File: config.mk
export PLATFORM = sky130hd
export DESIGN_NAME = sweep_marker_gen
export DESIGN_NICKNAME = d
export VERILOG_FILES = /design/src/rtl/sweep_pkg.sv /design/src/rtl/sweep_step_calc.sv /design/src/rtl/sweep_marker_decode.sv /design/src/rtl/sweep_dwell_timer.sv /design/src/rtl/sweep_marker_gen.sv
export SDC_FILE = /design/constraint.sdc
export NUM_CORES = 1
export LEC_CHECK = 0
export BUFFER_PORTS_ARGS = -buffer_cell sky130_fd_sc_hd__buf_2
export CAP_MARGIN = 20
export CORE_AREA = 2 2 169 171
export CTS_BUF_LIST = sky130_fd_sc_hd__clkbuf_8
export DETAILED_ROUTE_END_ITERATION = 8
export DIE_AREA = 0 0 171 173
export GPL_ROUTABILITY_DRIVEN = 0
export HOLD_SLACK_MARGIN = 0.1
export PLACE_DENSITY_LB_ADDON = 0.1
export SYNTH_ARGS = -nofsm -noshare
export SYNTH_HDL_FRONTEND = slang
export SYNTH_SLANG_ARGS = --single-unit
File: constraint.sdc
create_clock -name clk -period 7.25 [get_ports clk]
set_input_delay 0.3625 -clock clk [delete_from_list [all_inputs] [get_ports clk]]
set_output_delay 0.3625 -clock clk [all_outputs]
set_load 0.02 [all_outputs]
File: src/rtl/sweep_pkg.sv
package sweep_pkg;
  typedef enum logic [1:0] {
    ST_IDLE  = 2'd0,
    ST_DWELL = 2'd1,
    ST_WAIT  = 2'd2
  } sweep_state_e;

  localparam int CTRL_W = 8;
endpackage

File: src/rtl/sweep_step_calc.sv
// Start point and per-step increment derived from the centre and offset words.
module sweep_step_calc #(
  parameter int TW_W        = 32,
  parameter int SHIFT_SHORT = 7,
  parameter int SHIFT_LONG  = 8
) (
  input  logic [TW_W-1:0] centre,
  input  logic [TW_W-1:0] offset,
  input  logic            long_mode,
  output logic [TW_W-1:0] start_tw,
  output logic [TW_W-1:0] inc_tw
);
  always_comb begin
    start_tw = centre - offset;
    if (long_mode) inc_tw = offset >> SHIFT_LONG;
    else           inc_tw = offset >> SHIFT_SHORT;
  end
endmodule

File: src/rtl/sweep_marker_decode.sv
// Flags the quarter, half and three-quarter positions of the sweep.
module sweep_marker_decode #(
  parameter int RW          = 8,
  parameter int SHIFT_SHORT = 7,
  parameter int SHIFT_LONG  = 8,
  parameter int N_MARK      = 3
) (
  input  logic [RW-1:0] ramp,
  input  logic          long_mode,
  output logic          is_marker
);
  localparam int Q_SHORT = 1 << (SHIFT_SHORT - 2);
  localparam int Q_LONG  = 1 << (SHIFT_LONG - 2);

  logic [N_MARK-1:0] hit;

  for (genvar i = 0; i < N_MARK; i++) begin : g_mark
    assign hit[i] = long_mode ? (ramp == RW'((i + 1) * Q_LONG))
                              : (ramp == RW'((i + 1) * Q_SHORT));
  end

  assign is_marker = |hit;
endmodule

File: src/rtl/sweep_dwell_timer.sv
// Down counter that holds each step; done is high when the count reaches zero.
module sweep_dwell_timer #(
  parameter int CW = 4
) (
  input  logic          clk,
  input  logic          rst,
  input  logic          load,
  input  logic [CW-1:0] load_val,
  output logic          done
);
  logic [CW-1:0] cnt;

  always_ff @(posedge clk) begin
    if (rst)               cnt <= '0;
    else if (load)         cnt <= load_val;
    else if (cnt != '0)    cnt <= cnt - 1'b1;
  end

  assign done = (cnt == '0);
endmodule

File: src/rtl/sweep_marker_gen.sv
// Stepped tuning-word sweep with marker dwells for a scope display.
module sweep_marker_gen #(
  parameter int          TW_W        = 32,
  parameter int          SHIFT_SHORT = 7,
  parameter int          SHIFT_LONG  = 8,
  parameter int          BASE_DWELL  = 16,
  parameter int          MARK_DWELL  = 64,
  parameter logic [7:0]  CTRL_BYTE   = 8'h01,
  localparam int         RW          = SHIFT_LONG,
  localparam int         WORD_W      = sweep_pkg::CTRL_W + TW_W
) (
  input  logic              clk,
  input  logic              rst,
  input  logic              enable,
  input  logic              mode_long,
  input  logic [TW_W-1:0]   centre_tw,
  input  logic [TW_W-1:0]   offset_tw,
  input  logic              ser_ready,
  output logic              load_stb,
  output logic [WORD_W-1:0] dds_word,
  output logic [RW-1:0]     ramp_val,
  output logic              marker_flag
);
  import sweep_pkg::*;

  localparam int            LEN_MAX    = BASE_DWELL + MARK_DWELL;
  localparam int            CW         = $clog2(LEN_MAX + 1);
  localparam logic [RW-1:0] LAST_SHORT = RW'(1 << SHIFT_SHORT);
  localparam logic [RW-1:0] LAST_LONG  = RW'((1 << SHIFT_LONG) - 1);

  sweep_state_e    state;
  logic [TW_W-1:0] cur_tw, start_q, inc_q;
  logic [TW_W-1:0] start_c, inc_c;
  logic [RW-1:0]   ramp_q;
  logic            long_q;
  logic            stb_q, mark_q;

  logic [RW-1:0]   last_ramp;
  logic            wrap;
  logic [RW-1:0]   next_ramp;
  logic            mode_sel;
  logic            next_mark;
  logic            advance, start_now;
  logic            tmr_load, tmr_done;
  logic [CW-1:0]   tmr_val;

  sweep_step_calc #(
    .TW_W(TW_W), .SHIFT_SHORT(SHIFT_SHORT), .SHIFT_LONG(SHIFT_LONG)
  ) calc_i (
    .centre(centre_tw), .offset(offset_tw), .long_mode(mode_long),
    .start_tw(start_c), .inc_tw(inc_c)
  );

  assign last_ramp = long_q ? LAST_LONG : LAST_SHORT;
  assign wrap      = (ramp_q == last_ramp);
  assign start_now = enable && (state == ST_IDLE);
  assign advance   = enable && ser_ready &&
                     ((state == ST_WAIT) || ((state == ST_DWELL) && tmr_done && !stb_q));
  assign next_ramp = (start_now || wrap) ? RW'(1) : ramp_q + RW'(1);
  assign mode_sel  = start_now ? mode_long : long_q;

  sweep_marker_decode #(
    .RW(RW), .SHIFT_SHORT(SHIFT_SHORT), .SHIFT_LONG(SHIFT_LONG), .N_MARK(3)
  ) mark_i (
    .ramp(next_ramp), .long_mode(mode_sel), .is_marker(next_mark)
  );

  assign tmr_load = start_now || advance;
  assign tmr_val  = CW'(BASE_DWELL - 1) + (next_mark ? CW'(MARK_DWELL) : CW'(0));

  sweep_dwell_timer #(.CW(CW)) tmr_i (
    .clk(clk), .rst(rst), .load(tmr_load), .load_val(tmr_val), .done(tmr_done)
  );

  always_ff @(posedge clk) begin
    if (rst) begin
      state   <= ST_IDLE;
      cur_tw  <= '0;
      start_q <= '0;
      inc_q   <= '0;
      ramp_q  <= '0;
      long_q  <= 1'b0;
      stb_q   <= 1'b0;
      mark_q  <= 1'b0;
    end else if (!enable) begin
      state <= ST_IDLE;
      stb_q <= 1'b0;
    end else begin
      stb_q <= 1'b0;
      unique case (state)
        ST_IDLE: begin
          start_q <= start_c;
          inc_q   <= inc_c;
          long_q  <= mode_long;
          cur_tw  <= start_c;
          ramp_q  <= next_ramp;
          mark_q  <= next_mark;
          stb_q   <= 1'b1;
          state   <= ST_DWELL;
        end
        ST_DWELL, ST_WAIT: begin
          if (advance) begin
            cur_tw <= wrap ? start_q : cur_tw + inc_q;
            ramp_q <= next_ramp;
            mark_q <= next_mark;
            stb_q  <= 1'b1;
            state  <= ST_DWELL;
          end else if (state == ST_DWELL && tmr_done && !stb_q) begin
            state <= ST_WAIT;
          end
        end
        default: state <= ST_IDLE;
      endcase
    end
  end

  assign load_stb    = stb_q;
  assign dds_word    = {CTRL_BYTE, cur_tw};
  assign ramp_val    = ramp_q;
  assign marker_flag = mark_q;
endmodule

# After elaboration in Yosys (flattened, before gate mapping)

Cells that the tools add are included.
W data, S select, Z words.

Bitwise logic cells: 1
$add $sub $neg: 5
Reduce and logical (&&, ||, !) cells: 19
Muxes and demuxes: 22
Equality and inequality tests: 10

Operators with widths:

| operator              | count |
|---|---|
| $mux W32              | 2 |
| $pmux W32 S2          | 1 |
| $add A32 B32 Y32      | 1 |
| $sub A32 B32 Y32      | 1 |
| $mux W7               | 4 |
| $mux W25              | 1 |
| $eq A8 B7 Y1 const B  | 2 |
| $eq A8 B8 Y1 const B  | 2 |
| $mux W8               | 2 |
| $pmux W8 S2           | 1 |
| $add A8 B1 Y8 const B | 1 |
| $eq A8 B6 Y1 const B  | 1 |
| $eq A8 B8 Y1          | 1 |
| $add A5 B7 Y7 const A | 1 |
| $logic_not A7 Y1      | 1 |
| $reduce_bool A7 Y1    | 1 |
| $sub A7 B1 Y7 const B | 1 |
| $mux W1               | 6 |
| $logic_and A1 B1 Y1   | 5 |
| $mux W2               | 2 |
| $pmux W1 S2           | 2 |
| $pmux W2 S2           | 1 |
| $reduce_bool A2 Y1    | 2 |
| $reduce_or A2 Y1      | 2 |
| 11 further kinds      | 13 |

Register bits: 116
Word-level logic and storage cells: 66

# Logic depth before layout (Yosys ltp)

Word-level depth: 10
Gate-level depth with buffers: 12

# Modules after synthesis

A second synthesis with hierarchy kept.

Cells, all modules: 1242
Area, all modules: 9012.4 um^2

By module, submodules not included:

| module              | cells each | area each (um^2) | times used |
|---|---|---|---|
| sweep_marker_gen    | 864        | 6476.2           | 1 |
| sweep_step_calc     | 327        | 2107.0           | 1 |
| sweep_dwell_timer   | 47         | 399.1            | 1 |
| sweep_marker_decode | 4          | 30.0             | 1 |

# Worst setup path after synthesis

No wires, ideal clock.

Kind: register -> register
Start: reg cur_tw[0]
End: reg cur_tw[30]
Slack: 4418 ps
Buffers on the path: 0
Cell stages (with the launch flop): 12
Arrival time: 2729 ps
Cells stage by stage: dfxtp_1 -> ha_1 -> fa_1 -> a211oi_2 -> o21bai_2 -> o2111ai_2 -> o21ai_2 -> a21oi_1 -> o31a_1 -> o32a_1 -> o31ai_1 -> a2111oi_2

Longest elaborated chain between the ends: 4

RTL lines:

| what                   | line                    | source |
|---|---|---|
| start, declared        | sweep_marker_gen.sv:32  | `logic [TW_W-1:0] cur_tw, start_q, inc_q;` |
| start signal, assigned | sweep_marker_gen.sv:95  | `cur_tw <= start_c;` |
| start signal, assigned | sweep_marker_gen.sv:103 | `cur_tw <= wrap ? start_q : cur_tw + inc_q;` |
| $add A32 B32 Y32       | sweep_marker_gen.sv:103 |  |
| $mux W32               | sweep_marker_gen.sv:103 |  |
| $mux W32               | sweep_marker_gen.sv:102 | `if (advance) begin` |
| $pmux W32 S2           | sweep_marker_gen.sv:90  | `unique case (state)` |

Every way passes these cells. The select of a mux whose other input is x is not followed.
A chain may end at the register's enable or synchronous reset.

# Worst setup path in the final report

Start: reg state[0]
End: reg ramp_q[6] (netlist: ramp_val[6])

Longest elaborated chain between the ends: 7
Elaborated cells between the ends (all ways): 16
Classes of those cells: eq/ne (3); mux (3); reduce/logical (10)

RTL lines:

| what                             | line                                           | source |
|---|---|---|
| start, declared                  | sweep_marker_gen.sv:31                         | `sweep_state_e state;` |
| start signal, assigned           | sweep_marker_gen.sv:77                         | `state <= ST_IDLE;` |
| start signal, assigned           | sweep_marker_gen.sv:86                         | `state <= ST_IDLE;` |
| start signal, assigned           | sweep_marker_gen.sv:99                         | `state <= ST_DWELL;` |
| $eq A2 B1 Y1                     | sweep_marker_gen.sv:58, sweep_marker_gen.sv:90 |  |
| $logic_and A1 B1 Y1 (2 in a row) | sweep_marker_gen.sv:58                         | `((state == ST_WAIT) \|\| ((state == ST_DWELL) && tmr_done && !stb_q));` |
| $logic_or A1 B1 Y1               | sweep_marker_gen.sv:58                         |  |
| $logic_and A1 B1 Y1              | sweep_marker_gen.sv:57                         | `assign advance = enable && ser_ready &&` |
| $ne A2 B2 Y1 (no line)           | -                                              |  |
| $reduce_and A3 Y1 (no line)      | -                                              |  |
| end signal, assigned             | sweep_marker_gen.sv:96                         | `ramp_q <= next_ramp;` |
| end signal, assigned             | sweep_marker_gen.sv:104                        | `ramp_q <= next_ramp;` |
| end, declared                    | sweep_marker_gen.sv:34                         | `logic [RW-1:0] ramp_q;` |

Parallel ways exist; a longest one is shown, timed or not. The select of a mux whose other input is x is not followed.

==> impl_metrics.toml <==
[min_path]
holdPathEnd = "inc_q[24]"
min_path_type = "in -> reg"
hold_path_depth = 3
hold_path.startpoint = "offset_tw[31]"

[drt]
dr.pass1.iters = 5
met3_length_um = 996
vias = 7881
drc_errors = 0
met2WireLength_mm = 11.8
drt_wl_total_mm = 26.9
drtAntennaViolNets = 0
met1_length_mm = 13.8
routed.top_layer = "met4"
viasPerCell = 5.12
first_iter_violations = 490
drt-wirelength-per-cell_um = 17.5

[global_routing]
grt_max_degree = 83
grt_pass1_wl_mm = 42.0
track_usage = 0.181
antenna_found_initial = 0
overflow = 0
grt_pass1_vias = 7314

[worst_setup_path]
crit_required_ns = 7.58
slowest_stage = "inv_1"
crit_family = "simple AND/OR/NAND/NOR gates"
crit_path_max_fanout = 43
critPathCaptureType = "flop"
timing.rr.start = "state[0]"
r2r_slack_ns = 3.69
startpoint = "state[0]"
setup.worst_path.class = "reg -> reg"
crit_buf_inv = 4
cp_slowest_stage_delay_ns = 0.45
critical_path.cell_chain = "inv_1 > ha_1 > buf_4 > inv_1 > nand2_1 > nand2_1 > buf_4 > nand3_1 > or3_1 > a21oi_1"
start_kind = "flop"
crit_arrival_ns = 3.88
r2r_cells = 10
r2r_end = "ramp_val[6]"

[synthesis]
synthTopCellsByArea = "dfxtp_1 (26%), ha_1 (9.6%), a21oi_1 (6.5%)"
yosys_register_bits = 109
synth_area_per_cell_um2 = 7.63
synth_common_cells = "nand2_1 (142), nor2_1 (118), dfxtp_1 (109), a21oi_1 (107), ha_1 (63)"
synth.yosys.warnings = 0
synth_cells = 1081
synth_seq_area_share = 0.265
synth.cell_area_um2 = 8250
synth_area_leader_cell = "dfxtp_1"
yosysMostFrequentCell = "nand2_1"
synth-main-ff-cell = "dfxtp_1"
synth_edf_count = 0
synth_cell_type_count = 85
async_reset_ff_frac = 0
yosysTopAreaCellShare = 0.265

[layout]
drive_gt1_frac = 0.144
fin_nets = 1289
num_antenna_cells = 0
fillers = 3018
area_delta_synth_final_pct = 12.4
stdcell_area_um2 = 9270

[clock_network]
cts_tree = "yes"
cts_resized = 0
numCtsBuffers = 9
clock-root-buffer = "clkbuf_8"
htreeDepth = 3
cts_sinks = 109
cts_buffer_depth = 2
post_cts_buffers = 0
clock_latency_ns = 0.40
hold_buffers = 0
clk_pin_slew_ns = 0.12

[die]
dieArea_um2 = 29600
die_w_um = 171
boundaryPins = 119
fp.coreArea_um2 = 27600
initial_core_util = 0.298
fp.dieH_um = 173
num_rows = 61

[placement]
placed_area_um2 = 9090
io_buffers = 110
hpwl_mm = 20.0

[sta]
rsz0062_at_grt = "no"
setup_violations = 0
finClkSkew_ns = 0.0180
slew_violations = 0
finalSetupTns_ns = 0
tightest_slew_ns = 0.986
hold_viol_final = 0
hold_slack_ns = 0.267
finalCritPeriodShare = 0.491
period_needed_ns = 3.56
max_slew_margin = 0.342
max_freq_mhz = 281

[power]
vdd_drop_max_mv = 0.0857
power.density_nw_per_um2 = 181
p_leak_nw = 4.01
total_power_mw = 1.68

[outcome]
outcome = "complete, no violations"

[job]
cap_viol_max_count = 0
-- per-layer routing --
layer	vias to the layer above	GRT usage
met5	-	0
met4	0	0.0385
met3	22	0.0227
met2	157	0.277
met1	3675	0.269
li1	4027	-
-- through the flow --
step	setup WS (ns)	instances	utilization
finish	3.69	1538	0.335
global route	3.43	1538	0.335
CTS	3.70	1538	0.335
detailed placement	3.72	1522	0.329
global placement	3.89	1522	0.329
floorplan	4.42	1087	-
-- worst register-to-register path, cell delays in order (launching register included) --
cell	delay, ns
dfxtp_1	0.38
inv_1	0.09
ha_1	0.29
buf_4	0.28
inv_1	0.48
nand2_1	0.25
nand2_1	0.43
buf_4	0.43
nand3_1	0.28
or3_1	0.42
a21oi_1	0.14
-- area by class of cell --
| cell class | instances | area, um2 | area share |
|---|---|---|---|
| sequential | 109 | 2180 | 0.236 |
| tap | 378 | 473 | 0.0510 |
| multi-input combinational | 869 | 5640 | 0.609 |
| timing repair buffer | 118 | 613 | 0.0662 |
| inverter | 48 | 180 | 0.0194 |
| clock buffer | 10 | 138 | 0.0149 |
| clock inverter | 6 | 38.8 | 0.00419 |
-- registers in the layout, indices dropped and copies added (netlist names) --
register,count
cur_tw,32
inc_q,25
load_stb,1
long_q,1
marker_flag,1
ramp_val,8
start_q,32
state,2
tmr_i.cnt,7
-- logic make-up (layout without fill, tap and decap cells) --
logic type / after synthesis / count (layout) / share of synthesized area
other cells: 2 / 8 / 0.000911
simple gates: 383 / 383 / 0.212
xor+xnor: 50 / 50 / 0.0531
mux: 27 / 27 / 0.0329
fa+ha+maj: 65 / 65 / 0.100
flops: 109 / 109 / 0.265
compound gates: 336 / 336 / 0.281
buf+inv: 109 / 182 / 0.0549
-- worst max-delay path by stage --
stage	to	depth (start not counted)	slack [ns]
floorplan	cur_tw[30]	11	4.42
global placement	ramp_val[6]	10	3.89
detailed placement	ramp_val[6]	10	3.72
CTS	ramp_val[6]	10	3.70
global route	ramp_val[6]	10	3.43
finish	ramp_val[6]	10	3.69
-- layout by cell type, fill, tap and decap left out, types with 27 or more instances in the layout --
| cell type | instances |
|---|---|
| buf_2 | 109 |
| nand2_1 | 142 |
| a211oi_1 | 47 |
| o21ai_0 | 37 |
| ha_1 | 63 |
| a21oi_1 | 107 |
| inv_1 | 49 |
| nor2_1 | 117 |
| dfxtp_1 | 109 |
| o211ai_1 | 27 |
-- power breakdown --
part	leakage [nW]	switching, mW	total (mW)	internal, mW
combinational	3.02	0.370	0.599	0.229
clock	0.0938	0.233	0.367	0.135
sequential	0.898	0.0544	0.711	0.656
total	4.01	0.657	1.68	1.02
Note: power is estimated with default switching activity, not from simulation.
